### config.mk
export PLATFORM = sky130hd
export DESIGN_NAME = nrdiv_top
export DESIGN_NICKNAME = d
export VERILOG_FILES = /design/src/rtl/nrdiv_pkg.sv /design/src/rtl/nrdiv_norm.sv /design/src/rtl/nrdiv_seed.sv /design/src/rtl/nrdiv_nr_stage.sv /design/src/rtl/nrdiv_fix.sv /design/src/rtl/nrdiv_top.sv
export SDC_FILE = /design/constraint.sdc
export NUM_CORES = 2
export LEC_CHECK = 0
export BUFFER_PORTS_ARGS = -buffer_cell sky130_fd_sc_hd__buf_4
export CORE_MARGIN = 2
export CORE_UTILIZATION = 30
export CTS_BUF_LIST = sky130_fd_sc_hd__clkbuf_8 sky130_fd_sc_hd__clkbuf_16
export CTS_CLUSTER_SIZE = 30
export DETAILED_ROUTE_END_ITERATION = 12
export PLACE_DENSITY = 0.45
export SETUP_SLACK_MARGIN = 0.2
export SLEW_MARGIN = 20
export SYNTH_ARGS = -nofsm -noshare
export SYNTH_HDL_FRONTEND = slang
export SYNTH_SLANG_ARGS = --single-unit
### constraint.sdc
create_clock -name clk -period 13.4 [get_ports clk]
set_clock_uncertainty 0.05 [all_clocks]
set_input_delay 0 -clock clk [delete_from_list [all_inputs] [get_ports clk]]
set_output_delay 0 -clock clk [all_outputs]
set_load 0.02 [all_outputs]
### src/rtl/nrdiv_pkg.sv
package nrdiv_pkg;

  // Number of precision-doubling stages from the seed up to the operand width.
  function automatic int nr_stages(int w, int sb);
    int n;
    n = 0;
    for (int p = sb; p < w; p = p * 2) n++;
    return n;
  endfunction

  // Fractional bits carried by the reciprocal after stage k (k = 0 is the seed).
  function automatic int frac_bits(int k, int w, int sb, int g);
    if (k == 0) return sb + 2;
    if (k == nr_stages(w, sb)) return w + g;
    return (sb << k) + g;
  endfunction

  // Reciprocal of the midpoint of table interval i, rounded, with f0 fraction bits.
  function automatic int seed_value(int i, int sb, int f0);
    int num;
    int den;
    num = 1 << (f0 + sb + 2);
    den = (1 << (sb + 1)) + 2 * i + 1;
    return (2 * num + den) / (2 * den);
  endfunction

  function automatic int pipe_latency(int w, int sb);
    return 5 + 2 * nr_stages(w, sb);
  endfunction

endpackage

### src/rtl/nrdiv_norm.sv
module nrdiv_norm #(
  parameter int W   = 16,
  parameter int SW  = 4,
  parameter int SBW = 2 * 16 + 4 + 1
) (
  input  logic           clk,
  input  logic           rst,
  input  logic           i_v,
  input  logic [W-1:0]   i_a,
  input  logic [W-1:0]   i_d,
  output logic           o_v,
  output logic [W-1:0]   o_dn,
  output logic [SBW-1:0] o_sb
);
  logic [SW-1:0] lz;

  // The highest set bit is visited last, so it decides the count.
  always_comb begin
    lz = '0;
    for (int i = 0; i < W; i++)
      if (i_d[i]) lz = SW'(W - 1 - i);
  end

  always_ff @(posedge clk) begin
    if (rst) o_v <= 1'b0;
    else     o_v <= i_v;
  end

  always_ff @(posedge clk) begin
    o_dn <= i_d << lz;
    o_sb <= {i_a, i_d, lz, (i_d == '0)};
  end
endmodule

### src/rtl/nrdiv_seed.sv
module nrdiv_seed #(
  parameter int W   = 16,
  parameter int SB  = 4,
  parameter int F0  = 6,
  parameter int SBW = 37
) (
  input  logic           clk,
  input  logic           rst,
  input  logic           i_v,
  input  logic [W-1:0]   i_dn,
  input  logic [SBW-1:0] i_sb,
  output logic           o_v,
  output logic [F0+1:0]  o_x,
  output logic [W-1:0]   o_dn,
  output logic [SBW-1:0] o_sb
);
  import nrdiv_pkg::*;
  localparam int NE = 1 << SB;

  logic [F0+1:0] rom [NE];
  logic [SB-1:0] idx;

  for (genvar i = 0; i < NE; i++) begin : g_rom
    assign rom[i] = (F0 + 2)'(seed_value(i, SB, F0));
  end

  // Bits just below the leading one select the interval.
  assign idx = i_dn[W-2 -: SB];

  always_ff @(posedge clk) begin
    if (rst) o_v <= 1'b0;
    else     o_v <= i_v;
  end

  always_ff @(posedge clk) begin
    o_x  <= rom[idx];
    o_dn <= i_dn;
    o_sb <= i_sb;
  end
endmodule

### src/rtl/nrdiv_nr_stage.sv
module nrdiv_nr_stage #(
  parameter int W    = 16,
  parameter int FIN  = 6,
  parameter int FOUT = 12,
  parameter int SBW  = 37
) (
  input  logic            clk,
  input  logic            rst,
  input  logic            i_v,
  input  logic [FIN+1:0]  i_x,
  input  logic [W-1:0]    i_dn,
  input  logic [SBW-1:0]  i_sb,
  output logic            o_v,
  output logic [FOUT+1:0] o_x,
  output logic [W-1:0]    o_dn,
  output logic [SBW-1:0]  o_sb
);
  localparam int PW1 = FOUT + FIN + 2;
  localparam int PW2 = FIN + FOUT + 4;

  logic [FOUT-1:0] dt;

  // Divisor fraction cut or padded to the precision this stage delivers.
  if (FOUT <= W) begin : g_trunc
    assign dt = i_dn[W-1 -: FOUT];
  end else begin : g_ext
    assign dt = {i_dn, {(FOUT - W){1'b0}}};
  end

  logic [PW1-1:0]  p1;
  logic [FOUT+1:0] t, e;
  assign p1 = PW1'(dt) * PW1'(i_x);
  assign t  = p1[FIN +: FOUT + 2];
  assign e  = {2'b10, {FOUT{1'b0}}} - t;

  logic            v1;
  logic [FIN+1:0]  x1;
  logic [FOUT+1:0] e1;
  logic [W-1:0]    dn1;
  logic [SBW-1:0]  sb1;

  always_ff @(posedge clk) begin
    if (rst) begin
      v1  <= 1'b0;
      o_v <= 1'b0;
    end else begin
      v1  <= i_v;
      o_v <= v1;
    end
  end

  logic [PW2-1:0] p2;
  assign p2 = PW2'(x1) * PW2'(e1);

  always_ff @(posedge clk) begin
    x1   <= i_x;
    e1   <= e;
    dn1  <= i_dn;
    sb1  <= i_sb;
    o_x  <= p2[FIN +: FOUT + 2];
    o_dn <= dn1;
    o_sb <= sb1;
  end
endmodule

### src/rtl/nrdiv_fix.sv
module nrdiv_fix #(
  parameter int W   = 16,
  parameter int SW  = 4,
  parameter int XF  = 20,
  parameter int SBW = 37
) (
  input  logic           clk,
  input  logic           rst,
  input  logic           i_v,
  input  logic [XF+1:0]  i_x,
  input  logic [SBW-1:0] i_sb,
  output logic           o_v,
  output logic [W-1:0]   o_q,
  output logic [W-1:0]   o_r,
  output logic           o_z
);
  localparam int PW   = XF + 2 + W;
  localparam int BASE = XF + W;

  logic [W-1:0]  a0, d0;
  logic [SW-1:0] s0;
  assign a0 = i_sb[SBW-1 -: W];
  assign d0 = i_sb[SBW-1-W -: W];
  assign s0 = i_sb[SW:1];

  logic [PW-1:0] prod, qsh;
  assign prod = PW'(i_x) * PW'(a0);
  assign qsh  = prod >> (BASE - int'(s0));

  // Step 1: quotient estimate.
  logic           v1;
  logic [W:0]     q1;
  logic [SBW-1:0] sb1;

  // Step 2: signed remainder of the estimate.
  logic                  v2;
  logic [W:0]            q2;
  logic signed [W+1:0]   r2;
  logic [W-1:0]          a2, d2;
  logic                  z2;

  logic [W-1:0]   a1, d1;
  logic [2*W:0]   qd;
  assign a1 = sb1[SBW-1 -: W];
  assign d1 = sb1[SBW-1-W -: W];
  assign qd = (2 * W + 1)'(q1) * (2 * W + 1)'(d1);

  logic signed [W+1:0] dxs;
  assign dxs = signed'({2'b00, d2});

  always_ff @(posedge clk) begin
    if (rst) begin
      v1  <= 1'b0;
      v2  <= 1'b0;
      o_v <= 1'b0;
    end else begin
      v1  <= i_v;
      v2  <= v1;
      o_v <= v2;
    end
  end

  always_ff @(posedge clk) begin
    q1  <= qsh[W:0];
    sb1 <= i_sb;
    q2  <= q1;
    r2  <= signed'({2'b00, a1} - qd[W+1:0]);
    a2  <= a1;
    d2  <= d1;
    z2  <= sb1[0];
    o_z <= z2;
    if (z2) begin
      o_q <= '1;
      o_r <= a2;
    end else if (r2 < 0) begin
      o_q <= W'(q2 - 1'b1);
      o_r <= W'(r2 + dxs);
    end else if (r2 >= dxs) begin
      o_q <= W'(q2 + 1'b1);
      o_r <= W'(r2 - dxs);
    end else begin
      o_q <= W'(q2);
      o_r <= W'(r2);
    end
  end
endmodule

### src/rtl/nrdiv_top.sv
module nrdiv_top #(
  parameter int W         = 16,
  parameter int SEED_BITS = 4,
  parameter int GUARD     = 4
) (
  input  logic         clk,
  input  logic         rst,
  input  logic         in_valid,
  input  logic [W-1:0] in_dividend,
  input  logic [W-1:0] in_divisor,
  output logic         out_valid,
  output logic [W-1:0] out_quotient,
  output logic [W-1:0] out_remainder,
  output logic         out_div_zero
);
  import nrdiv_pkg::*;

  localparam int NST = nr_stages(W, SEED_BITS);
  localparam int SW  = $clog2(W);
  localparam int SBW = 2 * W + SW + 1;
  localparam int F0  = frac_bits(0, W, SEED_BITS, GUARD);
  localparam int XF  = frac_bits(NST, W, SEED_BITS, GUARD);
  localparam int XW  = XF + 2;

  logic           n_v;
  logic [W-1:0]   n_dn;
  logic [SBW-1:0] n_sb;
  logic [F0+1:0]  x0;

  logic           vs  [NST+1];
  logic [XW-1:0]  xs  [NST+1];
  logic [W-1:0]   dns [NST+1];
  logic [SBW-1:0] sbs [NST+1];

  nrdiv_norm #(.W(W), .SW(SW), .SBW(SBW)) u_norm (
    .clk(clk), .rst(rst), .i_v(in_valid), .i_a(in_dividend), .i_d(in_divisor),
    .o_v(n_v), .o_dn(n_dn), .o_sb(n_sb)
  );

  nrdiv_seed #(.W(W), .SB(SEED_BITS), .F0(F0), .SBW(SBW)) u_seed (
    .clk(clk), .rst(rst), .i_v(n_v), .i_dn(n_dn), .i_sb(n_sb),
    .o_v(vs[0]), .o_x(x0), .o_dn(dns[0]), .o_sb(sbs[0])
  );
  assign xs[0] = XW'(x0);

  for (genvar k = 0; k < NST; k++) begin : g_iter
    localparam int FIN  = frac_bits(k, W, SEED_BITS, GUARD);
    localparam int FOUT = frac_bits(k + 1, W, SEED_BITS, GUARD);
    logic [FOUT+1:0] xo;
    nrdiv_nr_stage #(.W(W), .FIN(FIN), .FOUT(FOUT), .SBW(SBW)) u_stage (
      .clk(clk), .rst(rst), .i_v(vs[k]), .i_x(xs[k][FIN+1:0]),
      .i_dn(dns[k]), .i_sb(sbs[k]),
      .o_v(vs[k+1]), .o_x(xo), .o_dn(dns[k+1]), .o_sb(sbs[k+1])
    );
    assign xs[k+1] = XW'(xo);
  end

  nrdiv_fix #(.W(W), .SW(SW), .XF(XF), .SBW(SBW)) u_fix (
    .clk(clk), .rst(rst), .i_v(vs[NST]), .i_x(xs[NST]), .i_sb(sbs[NST]),
    .o_v(out_valid), .o_q(out_quotient), .o_r(out_remainder), .o_z(out_div_zero)
  );
endmodule

==> impl_metrics.env <==
export IMPL_grt_use_total_pct=15.53
export IMPL_critical_path_max_fanout=23
export IMPL_max_slew_margin_rel_pct=29.31
export IMPL_wl_met2_um=70600
export IMPL_drc=0
export IMPL_grt_antenna_before_repair=8
export IMPL_drtAntennaViolNets=0
export IMPL_synth_cell_types=96
export IMPL_ios=69
export IMPL_dp_hpwl_um=108800
export IMPL_slew_viol_final=0
export IMPL_place_congestion=0.8144
export IMPL_yosysWarnings=0
export IMPL_max_freq_ghz=0.1240
export IMPL_cts_htree_levels=3
export IMPL_synth_seq_cells=543
export IMPL_worstSkewPairLatency_ns=0.71
export IMPL_wire_per_inst_um=16.81
export IMPL_grt_max_degree=48
export IMPL_cts_root_buf="clkbuf_16"
export IMPL_worstHoldStart="in_divisor[4]"
export IMPL_r2r_start="g_iter[1].u_stage.o_sb[22]"
export IMPL_syn_to_final_growth_pct=11.13
export IMPL_synth_yosys_seq_area_share_pct=19.72
export IMPL_arrival_ns=8.57
export IMPL_grt_setup_unrepaired="no"
export IMPL_whs_ns=0.1502
export IMPL_num_rows=157
export IMPL_outcome="complete, no violations"
export IMPL_top_layer_used="met4"
export IMPL_tightest_slew_ns=1.059
export IMPL_yosys_top_cells_area="fa_1 (33%), dfxtp_1 (20%), ha_1 (11%), and2_1 (7.1%), inv_1 (6.9%)"
export IMPL_drv_cap=0
export IMPL_synthTopCellsByCount="inv_1 (1,014), fa_1 (911), nand2_1 (714), and2_1 (624), dfxtp_1 (543)"
export IMPL_die_w_um=432.7
export IMPL_drive_gt1_share_pct=4.630
export IMPL_r2r_slack_ns=5.34
export IMPL_setup_tns_final_ns=0
export IMPL_post_cts_resized=0
export IMPL_routed_wirelength_um=140200
export IMPL_wl_met1_um=62640
export IMPL_drtIter0Drc=1602
export IMPL_layout_nets=7244
export IMPL_dieArea_um2=187200
export IMPL_worstSetupEndpointType="register"
export IMPL_firstDrtPassIters=5
export IMPL_syn_nets=7255
export IMPL_min_path_cells=2
export IMPL_die_h_um=432.7
export IMPL_r2r_end="u_fix.q1[7]"
export IMPL_grt_first_pass_wirelength_um=230500
export IMPL_finalHoldViolations=0
export IMPL_yosys_area_top_type="fa_1"
export IMPL_viasPerCell=4.556
export IMPL_required_ns=13.91
export IMPL_setup_viol=0
export IMPL_startpoint_type="register"
export IMPL_clock_path_buffers=3
export IMPL_cts_clk_slew_worst_paths_ns=0.07
export IMPL_cts_sinks=543
export IMPL_syn_area_um2=55140
export IMPL_critical_path_class="reg -> reg"
export IMPL_synth_edf_count=0
export IMPL_num_vias=38000
export IMPL_port_buffers=68
export IMPL_yosys_most_used_dff="dfxtp_1"
export IMPL_globalRouteOverflowTotal=0
export IMPL_synthCells=5830
export IMPL_hold_class="in -> reg"
export IMPL_final_area_um2=61270
export IMPL_synth_avg_cell_area_um2=9.457
export IMPL_min_period_ns=8.061
export IMPL_initial_core_util_pct=30.15
export IMPL_ff2ff_path_depth=25
export IMPL_utilization_pct=33.50
export IMPL_grt_pass1_vias=41410
export IMPL_coreArea_um2=182900
export IMPL_synth_top_cell_area_share_pct=33.08
export IMPL_tritoncts="yes"
export IMPL_place_area_um2=58040
export IMPL_cts_buffers_inserted=68
export IMPL_timing_final_crit_share_pct=60.16
export IMPL_worstHoldEndpoint="u_norm.o_sb[9]"
export IMPL_met3_wirelength_um=4054
export IMPL_async_reset_ff_share_pct=0
export IMPL_yosys_cell_count_top_type="inv_1"
## critical path, stage by stage, from the launching register on
cell and delay, ns:
dfxtp_1 0.90, nand2_1 0.19, fa_1 0.57, inv_1 0.06, fa_1 0.53, inv_1 0.06, fa_1 0.50, inv_1 0.05
fa_1 0.50, fa_1 0.50, inv_1 0.05, fa_1 0.48, inv_1 0.04, ha_1 0.35, and2_1 0.21, a221o_1 0.38
a21oi_1 0.22, o21ai_0 0.17, o211ai_1 0.25, a41oi_1 0.18, xnor2_1 0.45, nor2_1 0.14, mux2_2 0.30, mux2i_1 0.30
o22ai_1 0.13, or3_1 0.35
## placed cells by master (no fill, tap or decap), types with 39 or more instances in the layout
cell type	n
nand3_1	50
clkbuf_16	68
o21ai_0	104
inv_1	1024
dlygate4sd3_1	64
nor2_1	178
nand2_1	714
fa_1	911
ha_1	479
xnor2_1	134
and2_1	624
xor2_1	57
buf_4	94
nor3_1	54
mux2i_1	39
a21o_1	58
a21oi_1	156
dfxtp_1	541
## registers in the layout (all words and copies together), names as in the netlist, 2 cells and up
signal and flops:
g_iter.u_stage.o_dn 16, u_seed.o_x 6, g_iter.u_stage.e1 36, u_fix.o_r 16, g_iter.u_stage.dn1 16, u_seed.o_sb 37
u_fix.a2 16, u_fix.d2 16, u_fix.q1 17, g_iter.u_stage.v1 2, u_fix.o_q 16, u_fix.sb1 33
g_iter.u_stage.o_sb 74, u_norm.o_sb 37, u_seed.o_dn 16, g_iter.u_stage.o_v 2, u_fix.q2 16, g_iter.u_stage.o_x 36
u_fix.r2 18, g_iter.u_stage.sb1 74, u_norm.o_dn 16, g_iter.u_stage.x1 20
## stage by stage
step / cells / setup slack [ns]
floorplan: 5830 / 6.383
global placement: 8149 / 5.542
detailed placement: 8149 / 5.415
CTS: 8339 / 5.353
global route: 8341 / 4.822
finish: 8341 / 5.339
## worst max-delay path by stage
stage	start	to	depth (start not counted)
global route	g_iter[1].u_stage.o_sb[22]	u_fix.q1[6]	25
CTS	g_iter[1].u_stage.o_sb[22]	u_fix.q1[7]	25
finish	g_iter[1].u_stage.o_sb[22]	u_fix.q1[7]	25
global placement	g_iter[1].u_stage.o_sb[22]	u_fix.q1[7]	25
floorplan	g_iter[1].u_stage.o_sb[22]	u_fix.q1[5]	26
detailed placement	g_iter[1].u_stage.o_sb[32]	u_fix.q1[7]	23
## area by class of cell
class	count	area [µm²]
antenna	2	5.005
clock buffer	74	1784
clock inverter	52	807.0
fill	18780	121600
inverter	1016	3814
multi-input combinational	4032	39560
sequential	543	10870
tap	2464	3083
timing repair buffer	158	1346
## metal layers
metal	up-vias	global-route usage [%]
li1	18000	-
met1	19320	19.96
met2	532	27.63
met3	151	1.826
met4	0	3.657
met5	-	0
## kinds of logic after synthesis
kind of cell / share of synthesized area [%]
simple gates: 16.23
flops: 19.72
compound gates: 7.269
xor+xnor: 3.050
mux: 1.230
fa+ha+maj: 43.95
buf+inv: 8.555
## repair_timing
item | CTS | global route
setup buffers | 0 | 0
hold buffers | 64 | 0
endpoints found under the setup margin | 0 | 0
hold endpoints to repair | 62 | 0
Power is left out: the tool's default activity adds up to more than one toggle a clock period on the data nets, which glitch-free logic cannot reach.
